## src/rtl/drfr_pkg.sv

```systemverilog
package drfr_pkg;

    typedef enum logic [1:0] {
        SEQ_IDLE   = 2'd0,
        SEQ_SETUP  = 2'd1,
        SEQ_ACTIVE = 2'd2,
        SEQ_PRECH  = 2'd3
    } seq_state_e;

    typedef enum logic {
        REF_ROW_ADDR = 1'b0,
        REF_CAS_FIRST = 1'b1
    } ref_mode_e;

    typedef struct packed {
        logic ras_n;
        logic cas_n;
        logic addr_oe;
        logic busy;
    } strobe_t;

    function automatic int unsigned max3(input int unsigned a, input int unsigned b,
                                         input int unsigned c);
        int unsigned m;
        m = (a > b) ? a : b;
        return (m > c) ? m : c;
    endfunction

    function automatic int unsigned setup_cycles(input ref_mode_e m,
                                                 input int unsigned t_asr,
                                                 input int unsigned t_csr);
        return (m == REF_CAS_FIRST) ? t_csr : t_asr;
    endfunction

    function automatic strobe_t strobe_decode(input seq_state_e st, input ref_mode_e m);
        strobe_t s;
        s.ras_n   = 1'b1;
        s.cas_n   = 1'b1;
        s.addr_oe = 1'b0;
        s.busy    = (st != SEQ_IDLE);
        case (st)
            SEQ_SETUP: begin
                if (m == REF_CAS_FIRST) s.cas_n = 1'b0;
                else                    s.addr_oe = 1'b1;
            end
            SEQ_ACTIVE: begin
                s.ras_n = 1'b0;
                if (m == REF_CAS_FIRST) s.cas_n = 1'b0;
                else                    s.addr_oe = 1'b1;
            end
            default: ;
        endcase
        return s;
    endfunction

endpackage

```

## src/rtl/drfr_interval_timer.sv

```systemverilog
module drfr_interval_timer #(
    parameter int unsigned INTERVAL = 4000
) (
    input  logic clk,
    input  logic rst,
    output logic tick
);
    localparam int unsigned CW = (INTERVAL > 2) ? $clog2(INTERVAL) : 1;
    localparam logic [CW-1:0] RELOAD = CW'(INTERVAL - 1);

    logic [CW-1:0] cnt_q;

    assign tick = (cnt_q == '0);

    always_ff @(posedge clk) begin
        if (rst) begin
            cnt_q <= RELOAD;
        end else if (tick) begin
            cnt_q <= RELOAD;
        end else begin
            cnt_q <= cnt_q - 1'b1;
        end
    end

    AST_TIMER_RANGE: assert property (@(posedge clk) disable iff (rst)
        cnt_q <= RELOAD);

    AST_TIMER_DESCENDS: assert property (@(posedge clk) disable iff (rst)
        (cnt_q != '0) |=> (cnt_q == $past(cnt_q) - 1'b1));

endmodule

```

## src/rtl/drfr_row_counter.sv

```systemverilog
module drfr_row_counter #(
    parameter int unsigned ROW_BITS = 10
) (
    input  logic                clk,
    input  logic                rst,
    input  logic                step,
    output logic [ROW_BITS-1:0] row
);
    localparam logic [ROW_BITS-1:0] ROW_LAST = {ROW_BITS{1'b1}};

    logic [ROW_BITS-1:0] row_q;

    always_ff @(posedge clk) begin
        if (rst) begin
            row_q <= '0;
        end else if (step) begin
            row_q <= (row_q == ROW_LAST) ? '0 : row_q + 1'b1;
        end
    end

    assign row = row_q;

    AST_ROW_SINGLE_STEP: assert property (@(posedge clk) disable iff (rst)
        (row_q != $past(row_q)) |->
        (row_q == (($past(row_q) == ROW_LAST) ? '0 : $past(row_q) + 1'b1)));

    AST_ROW_HOLDS: assert property (@(posedge clk) disable iff (rst)
        !step |=> $stable(row_q));

endmodule

```

## src/rtl/drfr_sequencer.sv

```systemverilog
module drfr_sequencer
    import drfr_pkg::*;
#(
    parameter int unsigned ROW_BITS = 10,
    parameter int unsigned T_ASR    = 1,
    parameter int unsigned T_CSR    = 2,
    parameter int unsigned T_RAS    = 4,
    parameter int unsigned T_RP     = 3
) (
    input  logic                clk,
    input  logic                rst,
    input  logic                mode_in,
    input  logic                bus_idle,
    input  logic                tick,
    input  logic [ROW_BITS-1:0] row_in,
    output logic                row_step,
    output logic                busy,
    output logic                ras_n,
    output logic                cas_n,
    output logic                addr_oe,
    output logic [ROW_BITS-1:0] addr
);
    localparam int unsigned PH_MAX = max3(max3(T_ASR, T_CSR, 1), T_RAS, T_RP);
    localparam int unsigned PW     = (PH_MAX > 1) ? $clog2(PH_MAX) : 1;

    seq_state_e    state_q;
    ref_mode_e     mode_q;
    logic          pending_q;
    logic [PW-1:0] ph_q;
    logic          start;
    logic          ph_done;
    strobe_t       sig;
    ref_mode_e     mode_sel;

    assign mode_sel = mode_in ? REF_CAS_FIRST : REF_ROW_ADDR;
    assign start    = (state_q == SEQ_IDLE) && (pending_q || tick) && bus_idle;
    assign ph_done  = (ph_q == '0);

    always_ff @(posedge clk) begin
        if (rst) begin
            state_q   <= SEQ_IDLE;
            mode_q    <= REF_ROW_ADDR;
            pending_q <= 1'b0;
            ph_q      <= '0;
        end else begin
            pending_q <= (pending_q || tick) && !start;
            case (state_q)
                SEQ_IDLE: begin
                    if (start) begin
                        mode_q  <= mode_sel;
                        state_q <= SEQ_SETUP;
                        ph_q    <= PW'(setup_cycles(mode_sel, T_ASR, T_CSR) - 1);
                    end
                end
                SEQ_SETUP: begin
                    if (ph_done) begin
                        state_q <= SEQ_ACTIVE;
                        ph_q    <= PW'(T_RAS - 1);
                    end else begin
                        ph_q <= ph_q - 1'b1;
                    end
                end
                SEQ_ACTIVE: begin
                    if (ph_done) begin
                        state_q <= SEQ_PRECH;
                        ph_q    <= PW'(T_RP - 1);
                    end else begin
                        ph_q <= ph_q - 1'b1;
                    end
                end
                default: begin
                    if (ph_done) begin
                        state_q <= SEQ_IDLE;
                    end else begin
                        ph_q <= ph_q - 1'b1;
                    end
                end
            endcase
        end
    end

    assign row_step = (state_q == SEQ_ACTIVE) && ph_done && (mode_q == REF_ROW_ADDR);

    always_comb begin
        sig = strobe_decode(state_q, mode_q);
    end

    assign busy    = sig.busy;
    assign ras_n   = sig.ras_n;
    assign cas_n   = sig.cas_n;
    assign addr_oe = sig.addr_oe;
    assign addr    = sig.addr_oe ? row_in : '0;

    AST_STROBES_QUIET: assert property (@(posedge clk) disable iff (rst)
        !busy |-> (ras_n && cas_n && !addr_oe));

    AST_START_NEEDS_IDLE: assert property (@(posedge clk) disable iff (rst)
        $rose(busy) |-> $past(bus_idle));

    AST_PENDING_KEPT: assert property (@(posedge clk) disable iff (rst)
        (pending_q && !bus_idle) |=> pending_q);

    AST_ADDR_ONLY_CAS_HIGH: assert property (@(posedge clk) disable iff (rst)
        addr_oe |-> cas_n);

    AST_CAS_LEADS_RAS: assert property (@(posedge clk) disable iff (rst)
        $fell(cas_n) |-> ras_n);

    AST_MODE_FROZEN: assert property (@(posedge clk) disable iff (rst)
        (busy && $past(busy)) |-> $stable(mode_q));

    AST_BUSY_COVERS_RAS: assert property (@(posedge clk) disable iff (rst)
        $rose(ras_n) |-> busy);

endmodule

```

## src/rtl/dram_refresh_ctrl.sv

```systemverilog
module dram_refresh_ctrl #(
    parameter int unsigned ROW_BITS   = 10,
    parameter int unsigned CLK_MHZ    = 250,
    parameter int unsigned REFRESH_NS = 16000,
    parameter int unsigned T_ASR      = 1,
    parameter int unsigned T_CSR      = 2,
    parameter int unsigned T_RAS      = 4,
    parameter int unsigned T_RP       = 3
) (
    input  logic                clk,
    input  logic                rst,
    input  logic                mode_cbr,
    input  logic                bus_idle,
    output logic                refresh_busy,
    output logic                ras_n,
    output logic                cas_n,
    output logic                addr_oe,
    output logic [ROW_BITS-1:0] addr
);
    localparam int unsigned INTERVAL = (CLK_MHZ * REFRESH_NS) / 1000;

    logic                tick;
    logic                row_step;
    logic [ROW_BITS-1:0] row;

    drfr_interval_timer #(
        .INTERVAL (INTERVAL)
    ) u_timer (
        .clk  (clk),
        .rst  (rst),
        .tick (tick)
    );

    drfr_row_counter #(
        .ROW_BITS (ROW_BITS)
    ) u_rows (
        .clk  (clk),
        .rst  (rst),
        .step (row_step),
        .row  (row)
    );

    drfr_sequencer #(
        .ROW_BITS (ROW_BITS),
        .T_ASR    (T_ASR),
        .T_CSR    (T_CSR),
        .T_RAS    (T_RAS),
        .T_RP     (T_RP)
    ) u_seq (
        .clk      (clk),
        .rst      (rst),
        .mode_in  (mode_cbr),
        .bus_idle (bus_idle),
        .tick     (tick),
        .row_in   (row),
        .row_step (row_step),
        .busy     (refresh_busy),
        .ras_n    (ras_n),
        .cas_n    (cas_n),
        .addr_oe  (addr_oe),
        .addr     (addr)
    );

endmodule

```

## config.mk

```make
export PLATFORM = sky130hd
export DESIGN_NAME = dram_refresh_ctrl
export DESIGN_NICKNAME = d
export VERILOG_FILES = /design/src/rtl/drfr_pkg.sv /design/src/rtl/drfr_interval_timer.sv /design/src/rtl/drfr_row_counter.sv /design/src/rtl/drfr_sequencer.sv /design/src/rtl/dram_refresh_ctrl.sv
export SDC_FILE = /design/constraint.sdc
export NUM_CORES = 1
export LEC_CHECK = 0
export ABC_AREA = 1
export CORE_UTILIZATION = 55
export CTS_CLUSTER_DIAMETER = 150
export CTS_CLUSTER_SIZE = 24
export DETAILED_ROUTE_END_ITERATION = 6
export DONT_BUFFER_PORTS = 1
export HOLD_SLACK_MARGIN = 0.03
export PLACE_DENSITY = 0.73
export SETUP_SLACK_MARGIN = 0.3
export SKIP_LAST_GASP = 1
export SYNTH_ARGS = -nofsm -noshare
export SYNTH_HDL_FRONTEND = slang
export SYNTH_SLANG_ARGS = --single-unit
```

## constraint.sdc

```tcl
create_clock -name clk -period 1.42 [get_ports clk]
set_clock_uncertainty 0.1 [all_clocks]
set_input_delay 0.071 -clock clk [delete_from_list [all_inputs] [get_ports clk]]
set_output_delay 0.071 -clock clk [all_outputs]
set_load 0.01 [all_outputs]
```

==> out/results.ini <==
[routing]
ant_nets = 0
wirelength_mm = 5.55
drc = 0
vias_per_cell = 5.89
routedWlPerCell_microns = 19.1
dr.pass1.iters = 4
drtIter0Drc = 102
via_count = 1708

[sta]
final_max_slew_viol_count = 0
worst_slew_pin_slew_ns = 0.534
slew_headroom_pct = 64.4
setup_violations = 39
hold_slack_ns = 0.0741
period_needed_ns = 1.85
rsz0062_at_grt = true
post-route-period-util_pct = 130
layout_setup_ws_ns = -0.433
fmax_ghz = 0.540
hold_violations = 0

[logic_synthesis]
synth_area_leader_cell = dfxtp_1
synth_cell_types = 29
synth_xor_area_share_pct = 1.76
yosysSeqAreaShare_pct = 37.6
synth_top_family_by_area = simple AND/OR/NAND/NOR gates
syn-cell-area_sq_um = 1490
syn_inst = 211
muxShareOfSynthArea_pct = 0.671
synth_nets = 223
synth_compound_area_share_pct = 9.48
synth_top_area_share_pct = 37.6
yosys.area_share.simple_pct = 35.2
synth-seq-cells = 28
syn_avg_cell_area_sq_um = 7.07
synthAdderAreaFrac_pct = 6.71
netlist_top_cells_area = dfxtp_1 38%, nand2_1 10%, nor2_1 8.1%
ys.warnings.count = 0

[critical_path]
crit_top_cell = nor2_1
rr_worst_depth = 10
path_max_fanout = 4
cp_cell_sequence = inv_4 -> buf_4 -> buf_6 -> ha_4 -> nand3_4 -> nor2_4 -> nand4_1 -> nor2_1 -> nor2_1 -> nor3_2
startpoint_type = flop
slowest_delay_ns = 0.37
cp-end-kind = flop
crit_slowest_cell = dfxtp_2
cp.required_ns = 1.61
crit_type = flop to flop
cp.arrival_ns = 2.05

[global_routing]
antenna_found_initial = 0
use_met2_pct = 54.3
grt_usage_pct = 27.8
grt_pass1_wl_mm = 5.87
grt_pass1_vias = 1410
top_usage_layer = met2
overflow = 0
met1_usage_pct = 29.5
grt_max_degree = 16
use_met3_pct = 3.39

[placement]
dpl.hpwl_mm = 2.37
dpl-instance-area_sq_um = 1750
place_congestion = 0.847
port_buffers = 0

[clock_network]
cts.htree.levels = 1
clock-sinks = 28
cts_tree = built
cts_buffer_depth = 2
cts_root_buffer = clkbuf_4
clock_latency_ns = 0.35
cts-buffers-inserted = 3
path_clk_slew_ns = 0.16

[worst_hold_path]
hp-class = input pin to flop
holdPathStages = 6

[floorplanning]
io_pins = 18
die_h_microns = 54.1
rows = 18
die-area_sq_um = 2920
initial_utilization_pct = 59.1
core_area_sq_um = 2520
die_x_microns = 54.1

[outcome]
violations = negative setup slack
status = finished with violations

[finish]
fillers = 72
final_nets = 273
insertedDiodeCount = 0
syn_to_final_growth_pct = 60.8
fin_area_sq_um = 2400
multi_input_area_sq_um = 1200
final-seq-area_sq_um = 578
post-route-util_pct = 95.1
drive_above_1_share_pct = 56.9

[pwr]
power_density_nw_per_um2 = 547
leakagePower_nw = 0.892
p_total_mw = 1.31
ir_worst_vdd_mv = 0.700

[flow_run]
cap_violations = 0

==> worst paths after layout <==
check                                       from                to  slack [ns]
worst max register to register  u_seq.state_q[0]     u_rows.row[9]       -0.43
worst min-delay path                    mode_cbr     u_seq.ph_q[0]        0.07
worst max-delay path            u_seq.state_q[0]     u_rows.row[9]       -0.43
worst min register to register  u_timer.cnt_q[6]  u_timer.cnt_q[6]        0.40
==> critical path: cells and delay by family, from the launching register on <==
family / cells / cell delay [ns]
adders and majority gates: 1 / 0.17
buffers and inverters: 3 / 0.26
DFF: 1 / 0.37
and+or+nand+nor: 6 / 0.89
==> routing by layer <==
metal	part of all wire, %	vias up	routed length (microns)
li1	-	765	-
met1	38	830	2120
met2	53	89	2930
met3	5.8	24	320
met4	3.2	0	180
met5	0	-	0
==> synth_stat cells <==
cell / count
nand3_1: 11
dfxtp_1: 28
xor2_1: 1
nand2_1: 40
nand2_2: 4
nor3_1: 6
and2_1: 1
o31ai_1: 1
nor2_1: 32
xnor2_1: 2
or2_1: 1
nand2_4: 2
nand4_1: 2
nor2_4: 3
or2_2: 1
clkinv_1: 2
inv_1: 28
or2_0: 1
nor2_2: 5
nand3_2: 1
nor3_2: 1
ha_1: 8
a21oi_1: 11
o21ai_1: 2
inv_2: 4
o21bai_1: 2
a21oi_2: 1
o21ai_0: 9
mux2i_1: 1
==> sequential cells by signal, summed over array words and instances, names as in the netlist <==
name / flops
u_seq.mode_q: 1
u_rows.row: 10
u_seq.pending_q: 1
u_seq.state_q: 2
u_timer.cnt_q: 12
u_seq.ph_q: 2
==> cell families (layout without fill, tap and decap cells) <==
kind of cell	after synthesis	count (layout)
and+or+nand+nor	111	111
xor gates and xnor gates	3	3
adders and majority gates	8	8
AOI/OAI and AO/OA	26	26
DFF	28	28
muxes	1	1
buffers and inverters	34	83
==> cell type report <==
type	count	share of cell area (%)
Tap cell	30	1.56
Clock buffer	4	1.51
Inverter	34	6.52
Sequential cell	28	24.1
Timing Repair inverter	1	0.365
Multi-Input combinational cell	149	50.0
Timing Repair Buffer	44	16.0
==> per-stage QoR <==
| stage | setup slack (ns) | instances | TNS, ns |
|---|---|---|---|
| 2_1_floorplan | 0.0559 | 211 | 0 |
| 3_3_place_gp | -0.0134 | 254 | -0.0471 |
| 3_5_place_dp | -0.0977 | 254 | -0.514 |
| 4_1_cts | -0.288 | 280 | -4.00 |
| 5_1_grt | -0.520 | 290 | -9.90 |
| 6_report | -0.433 | 290 | -7.90 |
==> power by group <==
part	leakage (nW)	total, mW	switching [mW]	internal, mW
combinational	0.643	0.0920	0.0512	0.0408
sequential	0.228	0.799	0.00766	0.791
clock	0.0210	0.422	0.264	0.158
==> what timing repair did <==
item	4_1_cts	5_1_grt
gates resized for setup	61	41
setup endpoints to repair	42	42
hold endpoints to repair	11	0
pin swaps	30	25
setup buffers	18	10
hold buffers	3	0
cloned	1	0
==> cells in the final DEF, fill, tap and decap left out, drive strengths merged, types with 4 or more instances in the layout <==
master  synthesis  layout
nand2          46      46
buf             0      41
nor2           40      40
inv            32      32
dfxtp          28      28
a21oi          12      12
nand3          12      12
o21ai          11      11
ha              8       8
nor3            7       7
clkbuf          0       4
Note: power is estimated with default switching activity, not from simulation.
